===== src/rtl/conv_seq_pkg.sv =====
package conv_seq_pkg;
    typedef enum logic [1:0] {
        ST_IDLE  = 2'd0,
        ST_CONV  = 2'd1,
        ST_SLEEP = 2'd2,
        ST_WAKE  = 2'd3
    } seq_state_t;
endpackage


===== src/rtl/start_sync.sv =====
module start_sync (
    input  logic clk,
    input  logic rst_n,
    input  logic async_n,
    output logic level,
    output logic fall,
    output logic rise
);
    logic meta_q, sync_q, prev_q;

    always_ff @(posedge clk or negedge rst_n) begin
        if (!rst_n) begin
            meta_q <= 1'b1;
            sync_q <= 1'b1;
            prev_q <= 1'b1;
        end else begin
            meta_q <= async_n;
            sync_q <= meta_q;
            prev_q <= sync_q;
        end
    end

    assign level = sync_q;
    assign fall  = prev_q & ~sync_q;
    assign rise  = ~prev_q & sync_q;
endmodule


===== src/rtl/step_timer.sv =====
module step_timer #(
    parameter int RES_BITS   = 10,
    parameter int STEP_SHORT = 90,
    parameter int STEP_LONG  = 270
) (
    input  logic                        clk,
    input  logic                        rst_n,
    input  logic                        start,
    input  logic                        long_sel,
    output logic                        step_end,
    output logic                        last_step,
    output logic [$clog2(RES_BITS)-1:0] bit_idx
);
    localparam int STEP_MAX = (STEP_LONG > STEP_SHORT) ? STEP_LONG : STEP_SHORT;
    localparam int CNT_W    = $clog2(STEP_MAX + 1);
    localparam int IDX_W    = $clog2(RES_BITS);

    logic [CNT_W-1:0] cnt_q;
    logic [CNT_W-1:0] limit;
    logic             long_q;
    logic             run_q;

    assign limit     = long_q ? CNT_W'(STEP_LONG - 1) : CNT_W'(STEP_SHORT - 1);
    assign step_end  = run_q && (cnt_q == limit);
    assign last_step = step_end && (bit_idx == '0);

    always_ff @(posedge clk or negedge rst_n) begin
        if (!rst_n) begin
            cnt_q   <= '0;
            bit_idx <= '0;
            long_q  <= 1'b0;
            run_q   <= 1'b0;
        end else if (start) begin
            cnt_q   <= '0;
            bit_idx <= IDX_W'(RES_BITS - 1);
            long_q  <= long_sel;
            run_q   <= 1'b1;
        end else if (step_end) begin
            cnt_q <= '0;
            if (bit_idx == '0) begin
                run_q <= 1'b0;
            end else begin
                bit_idx <= bit_idx - 1'b1;
            end
        end else if (run_q) begin
            cnt_q <= cnt_q + 1'b1;
        end
    end
endmodule


===== src/rtl/sar_reg.sv =====
module sar_reg #(
    parameter int RES_BITS = 10
) (
    input  logic                        clk,
    input  logic                        rst_n,
    input  logic                        start,
    input  logic                        step_end,
    input  logic [$clog2(RES_BITS)-1:0] bit_idx,
    input  logic                        cmp_hi,
    output logic [RES_BITS-1:0]         trial,
    output logic [RES_BITS-1:0]         decided
);
    localparam logic [RES_BITS-1:0] MSB_ONLY = {1'b1, {(RES_BITS-1){1'b0}}};

    always_comb begin
        decided = trial;
        for (int i = 0; i < RES_BITS; i++) begin
            if (int'(bit_idx) == i) begin
                decided[i] = cmp_hi;
                if (i > 0) begin
                    decided[i-1] = 1'b1;
                end
            end
        end
    end

    always_ff @(posedge clk or negedge rst_n) begin
        if (!rst_n) begin
            trial <= '0;
        end else if (start) begin
            trial <= MSB_ONLY;
        end else if (step_end) begin
            trial <= decided;
        end
    end

    a_r4_first_trial_msb: assert property (@(posedge clk) disable iff (!rst_n)
        start |=> (trial == MSB_ONLY));
endmodule


===== src/rtl/gap_timer.sv =====
module gap_timer #(
    parameter int WIDTH = 8
) (
    input  logic             clk,
    input  logic             rst_n,
    input  logic             load,
    input  logic [WIDTH-1:0] load_val,
    output logic             done
);
    logic [WIDTH-1:0] cnt_q;

    always_ff @(posedge clk or negedge rst_n) begin
        if (!rst_n) begin
            cnt_q <= '0;
        end else if (load) begin
            cnt_q <= load_val;
        end else if (cnt_q != '0) begin
            cnt_q <= cnt_q - 1'b1;
        end
    end

    assign done = (cnt_q == '0);
endmodule


===== src/rtl/conv_seq.sv =====
module conv_seq
    import conv_seq_pkg::*;
#(
    parameter int RES_BITS  = 10,
    parameter int CHAN_W    = 3,
    parameter int SHORT_CYC = 900,
    parameter int LONG_CYC  = 2700,
    parameter int WAKE_CYC  = 200,
    parameter int ACQ_CYC   = 40
) (
    input  logic                clk,
    input  logic                rst_n,
    input  logic                start_n,
    input  logic [CHAN_W-1:0]   chan_sel,
    input  logic                cmp_hi,
    output logic                busy,
    output logic                hold,
    output logic [RES_BITS-1:0] trial_code,
    output logic [RES_BITS-1:0] result,
    output logic                result_valid,
    output logic [CHAN_W-1:0]   result_chan,
    output logic                pwr_en
);
    localparam int STEP_SHORT = SHORT_CYC / RES_BITS;
    localparam int STEP_LONG  = LONG_CYC / RES_BITS;
    localparam int IDX_W      = $clog2(RES_BITS);
    localparam int GAP_MAX    = (WAKE_CYC > ACQ_CYC) ? WAKE_CYC : ACQ_CYC;
    localparam int GAP_W      = $clog2(GAP_MAX + 1);
    localparam int LEN_W      = $clog2(LONG_CYC + SHORT_CYC + 2);

    seq_state_t state_q, state_d;

    logic             req_level, req_fall, req_rise;
    logic             step_end, last_step;
    logic [IDX_W-1:0] bit_idx;
    logic [RES_BITS-1:0] decided;
    logic             gap_done, gap_load;
    logic [GAP_W-1:0] gap_val;
    logic             conv_go;
    logic [CHAN_W-1:0] chan_q;

    start_sync u_sync (
        .clk     (clk),
        .rst_n   (rst_n),
        .async_n (start_n),
        .level   (req_level),
        .fall    (req_fall),
        .rise    (req_rise)
    );

    step_timer #(
        .RES_BITS   (RES_BITS),
        .STEP_SHORT (STEP_SHORT),
        .STEP_LONG  (STEP_LONG)
    ) u_step (
        .clk       (clk),
        .rst_n     (rst_n),
        .start     (conv_go),
        .long_sel  (chan_sel == '0),
        .step_end  (step_end),
        .last_step (last_step),
        .bit_idx   (bit_idx)
    );

    sar_reg #(
        .RES_BITS (RES_BITS)
    ) u_sar (
        .clk      (clk),
        .rst_n    (rst_n),
        .start    (conv_go),
        .step_end (step_end),
        .bit_idx  (bit_idx),
        .cmp_hi   (cmp_hi),
        .trial    (trial_code),
        .decided  (decided)
    );

    gap_timer #(
        .WIDTH (GAP_W)
    ) u_gap (
        .clk      (clk),
        .rst_n    (rst_n),
        .load     (gap_load),
        .load_val (gap_val),
        .done     (gap_done)
    );

    assign conv_go = (state_q == ST_IDLE) && req_fall && gap_done;

    always_comb begin
        gap_load = 1'b0;
        gap_val  = GAP_W'(ACQ_CYC);
        if (state_q == ST_CONV && last_step && req_level) begin
            gap_load = 1'b1;
        end else if (state_q == ST_SLEEP && req_rise) begin
            gap_load = 1'b1;
            gap_val  = GAP_W'(WAKE_CYC);
        end
    end

    // next-state logic
    always_comb begin
        state_d = state_q;
        unique case (state_q)
            ST_IDLE:  if (conv_go)   state_d = ST_CONV;
            ST_CONV:  if (last_step) state_d = req_level ? ST_IDLE : ST_SLEEP;
            ST_SLEEP: if (req_rise)  state_d = ST_WAKE;
            ST_WAKE:  if (gap_done)  state_d = ST_IDLE;
        endcase
    end

    always_ff @(posedge clk or negedge rst_n) begin
        if (!rst_n) state_q <= ST_IDLE;
        else        state_q <= state_d;
    end

    // outputs
    always_comb begin
        busy   = (state_q == ST_CONV);
        hold   = (state_q == ST_CONV);
        pwr_en = (state_q != ST_SLEEP);
    end

    always_ff @(posedge clk or negedge rst_n) begin
        if (!rst_n) begin
            chan_q       <= '0;
            result       <= '0;
            result_valid <= 1'b0;
            result_chan  <= '0;
        end else begin
            result_valid <= 1'b0;
            if (conv_go) begin
                chan_q <= chan_sel;
            end
            if (state_q == ST_CONV && last_step) begin
                result       <= decided;
                result_valid <= 1'b1;
                result_chan  <= chan_q;
            end
        end
    end

    // checking
    logic [LEN_W-1:0] busy_len_q;
    always_ff @(posedge clk or negedge rst_n) begin
        if (!rst_n)    busy_len_q <= '0;
        else if (busy) busy_len_q <= busy_len_q + 1'b1;
        else           busy_len_q <= '0;
    end

    a_r3_conv_length: assert property (@(posedge clk) disable iff (!rst_n)
        $fell(busy) |-> (busy_len_q == ((result_chan == '0) ? LEN_W'(LONG_CYC) : LEN_W'(SHORT_CYC))));

    a_r5_valid_single: assert property (@(posedge clk) disable iff (!rst_n)
        result_valid |=> !result_valid);

    a_r5_valid_at_fall: assert property (@(posedge clk) disable iff (!rst_n)
        $fell(busy) |-> result_valid);

    a_r7_sleep_not_busy: assert property (@(posedge clk) disable iff (!rst_n)
        !pwr_en |-> !busy);
endmodule


===== config.mk =====
export PLATFORM = sky130hd
export DESIGN_NAME = conv_seq
export DESIGN_NICKNAME = d
export VERILOG_FILES = /design/src/rtl/conv_seq_pkg.sv /design/src/rtl/start_sync.sv /design/src/rtl/step_timer.sv /design/src/rtl/sar_reg.sv /design/src/rtl/gap_timer.sv /design/src/rtl/conv_seq.sv
export SDC_FILE = /design/constraint.sdc
export NUM_CORES = 1
export LEC_CHECK = 0
export BUFFER_PORTS_ARGS = -buffer_cell sky130_fd_sc_hd__clkbuf_2
export CORE_MARGIN = 5
export CORE_UTILIZATION = 40
export CTS_CLUSTER_SIZE = 12
export DETAILED_ROUTE_END_ITERATION = 8
export PLACE_DENSITY = 0.65
export SKIP_LAST_GASP = 1
export SLEW_MARGIN = 25
export SYNTH_ARGS = -nofsm -noshare
export SYNTH_HDL_FRONTEND = slang
export SYNTH_HIERARCHICAL = 1
export SYNTH_SLANG_ARGS = --single-unit

===== constraint.sdc =====
create_clock -name clk -period 3 [get_ports clk]
set_input_delay 0.15 -clock clk [delete_from_list [all_inputs] [get_ports clk]]
set_output_delay 0.15 -clock clk [all_outputs]
set_load 0.01 [all_outputs]

==> flow_metrics.tcl <==
set metrics [dict create \
    status "finished, final reports clean" \
    layout_min_cycle_time_ns 2.47 \
    synthFlopType "dfrtp_1" \
    grt_pass1_wl_um 11000 \
    drtPass1Iterations 4 \
    place_area_um2 3280 \
    globalRouteOverflowTotal 0 \
    clkPwrFrac 0.179 \
    p_switching_uw 899 \
    clockBufferDepth 2 \
    hold_end "chan_q[2]$_DFFE_PN0P_" \
    worstHoldStart "chan_sel[2]" \
    cts_buffers 5 \
    wl_per_cell_um 14.7 \
    critPathMaxStageDelay_ns 0.48 \
    seq_power_share 0.473 \
    internal_power_uw 1500 \
    yosysWarnings 6 \
    path_max_fanout 14 \
    place.gp.congestion 0.828 \
    dp_hpwl_um 4260 \
    tightest_slew_ns 0.703 \
    row_count 31 \
    stdcell_count 425 \
    synth_top_family_by_area "simple AND/OR/NAND/NOR gates" \
    setup_viol 0 \
    whs_path_depth 2 \
    rrSetupSlack_ns 0.53 \
    r2r_end "u_sar/trial[9]$_DFFE_PN0P_" \
    crit_buf_inv 3 \
    crit_slowest_cell "or3b_1" \
    grt_max_degree 32 \
    dieWidth_um 97.0 \
    drtIter0Drc 124 \
    worstSetupStartpointType "flop" \
    dp.cells 415 \
    core_um2 7290 \
    clkTransAtPathRegs_ns 0.10 \
    antenna_found_initial 0 \
    cts_resized 0 \
    grt_setup_unrepaired "no" \
    cap_violations 0 \
    grt_usage 0.138 \
    synth_simple_gate_area_share 0.210 \
    worstPathCellList "inv_1, ha_1, or3b_1, nor2_1, buf_4, and4bb_2, buf_4, nor2_1, a41oi_1" \
    max-slew-margin-rel 0.529 \
    layout_common_cells "52 x dfrtp_1, 33 x clkbuf_2, 30 x nor2_1" \
    combPwrFrac 0.347 \
    syn_inst 286 \
    numPortBuffers 33 \
    postRouteAntennaNets 0 \
    ys_ff_latch 55 \
    ff2ff_path_depth 9 \
    crit_type "reg2reg" \
    synth_area_per_cell_um2 10.6 \
    peakVddDrop_mv 0.332 \
    stdcell_area_um2 3390 \
    synth_xor_area_frac 0.0260 \
    n_antenna_cell 0 \
    async_flop_share 1.00 \
    final_common_cell "dfrtp_1" \
    synthToLayoutAreaGrowth_pct 12.0 \
    cts_tree "yes" \
    synth.distinct_cells 69 \
    min_path_type "in2reg" \
    start_util 0.415 \
    critical_path.startpoint "u_gap/cnt_q[0]$_DFFE_PN0P_" \
    drt-vias-per-instance 5.40 \
    ys_seq_area_frac 0.456 \
    die_area_um2 9410 \
    synthMuxAreaShare 0.0901 \
    synth_edf_count 0 \
    required_ns 3.22 \
    skew_ns 0.0101 \
    ios 34 \
    routed_wl_um 6230 \
    hold_viol_final 0 \
    powerDensity_nw_per_um2 707 \
    synthAdderAreaFrac 0.0207 \
    drc_errors 0 \
    layout-drive-gt1-share 0.264 \
    clkLatencyLatePin_ns 0.30 \
    critPathCaptureType "flop" \
    ctsHoldBuffers 2 \
    max_freq_ghz 0.404 \
    clock-sinks 55 \
    synthesis.area_um2 3030 \
    p_total_uw 2400 \
    synth_compound_area_frac 0.138 \
    r2r_start "u_gap/cnt_q[0]$_DFFE_PN0P_" \
    root_buffer "clkbuf_8" \
    p_sw_frac 0.375 \
    arrival_ns 2.69 \
    grt_pass1_vias 2245 \
    h-tree-depth 2 \
    min_period_over_period 0.824 \
    power.static_leakage_uw 0.00148 \
    fill_cells 739 \
    die_height_um 97.0 \
    vias 2297 \
    postCtsSetupRepairBufs 0 \
    crit_family "simple AND/OR/NAND/NOR gates" \
    nets 337 \
    finalSetupTns_ns 0 \
    slew_violations 0 \
]
==> synth_stat cells, drive strengths merged, types with 2 or more instances <==
master / n / area, um2
o21a: 2 / 15.0
and4bb: 4 / 53.8
o21ai: 6 / 33.8
a211oi: 5 / 47.5
or3: 2 / 12.5
or4: 5 / 37.5
nand4: 6 / 43.8
and4: 2 / 17.5
a21oi: 15 / 75.1
mux2: 19 / 240
xor2: 3 / 26.3
nor4b: 2 / 32.5
a22oi: 2 / 20.0
o41ai: 2 / 17.5
nor4: 3 / 18.8
o31ai: 7 / 52.6
nor2: 30 / 113
nand2: 16 / 60.1
dfrtp: 52 / 1300
nand3: 4 / 20.0
buf: 13 / 109
and3b: 2 / 17.5
nor3b: 4 / 41.3
clkbuf: 2 / 8.75
nor2b: 5 / 31.3
conb: 2 / 7.51
a311oi: 3 / 26.3
ha: 5 / 62.6
a31oi: 8 / 50.1
xnor2: 6 / 52.6
inv: 12 / 45.0
or3b: 2 / 17.5
mux2i: 2 / 32.5
dfstp: 3 / 78.8
and2b: 3 / 23.8
nor3: 11 / 55.1
==> stage by stage <==
| step | hold WS [ns] | utilization | setup WS [ns] |
|---|---|---|---|
| 2_1_floorplan | -0.146 | - | 0.468 |
| 3_3_place_gp | 0.214 | 0.449 | 0.559 |
| 3_5_place_dp | 0.200 | 0.449 | 0.546 |
| 4_1_cts | 0.0773 | 0.465 | 0.527 |
| 5_1_grt | 0.0795 | 0.465 | 0.289 |
| 6_report | 0.0876 | 0.465 | 0.528 |
==> power by group through the flow <==
stage	sequential, uW	clock, uW	combinational (uW)
final	1140	430	833
after global routing	1170	476	953
after CTS	1140	448	837
after detailed placement	1150	0	832
after global placement	1140	0	819
after floorplan	1120	0	614
==> final cells by class <==
class	instances	area [um2]	area share
clock buffers	7	86.3	0.0255
clock inverters	1	8.76	0.00258
inverters	12	45.0	0.0133
multi-input cells	206	1490	0.438
flip-flops and latches	55	1380	0.407
well taps	99	124	0.0365
repair buffers	45	260	0.0768
==> logic make-up after synthesis <==
family | after synthesis
buffers and inverters | 28
AOI/OAI and AO/OA | 60
other | 2
and+or+nand+nor | 106
xor gates and xnor gates | 9
DFF | 55
muxes | 21
adders and majority gates | 5
==> metal layers <==
metal / GRT usage / part of all wire / vias up
met5: 0 / 0 / -
met4: 0.0389 / 0.0064 / 0
met3: 0.0295 / 0.046 / 2
met2: 0.217 / 0.47 / 48
met1: 0.190 / 0.48 / 1136
li1: - / - / 1111
==> how the worst max path moves through the flow <==
stage | slack [ns] | cells past startpoint | end
6_report | 0.53 | 9 | u_sar/trial[9]$_DFFE_PN0P_
5_1_grt | 0.29 | 8 | u_gap/cnt_q[5]$_DFFE_PN0P_
4_1_cts | 0.53 | 8 | u_gap/cnt_q[5]$_DFFE_PN0P_
3_5_place_dp | 0.55 | 8 | u_gap/cnt_q[5]$_DFFE_PN0P_
3_3_place_gp | 0.56 | 9 | u_sar/trial[9]$_DFFE_PN0P_
2_1_floorplan | 0.47 | 11 | u_gap/cnt_q[4]$_DFFE_PN0P_
==> registers in the layout, summed over array words and instances, names as in the netlist, named ones only <==
| register | cells |
|---|---|
| u_sync/prev_q | 1 |
| u_sync/meta_q | 1 |
| state_q | 1 |
| chan_q | 3 |
| result_chan | 3 |
| u_step/long_q | 1 |
| u_step/bit_idx | 4 |
| u_gap/cnt_q | 8 |
| result | 10 |
| u_sync/level | 1 |
| result_valid | 1 |
| u_step/run_q | 1 |
| u_sar/trial | 10 |
| u_step/cnt_q | 9 |
(Power assumes the default switching activity.)
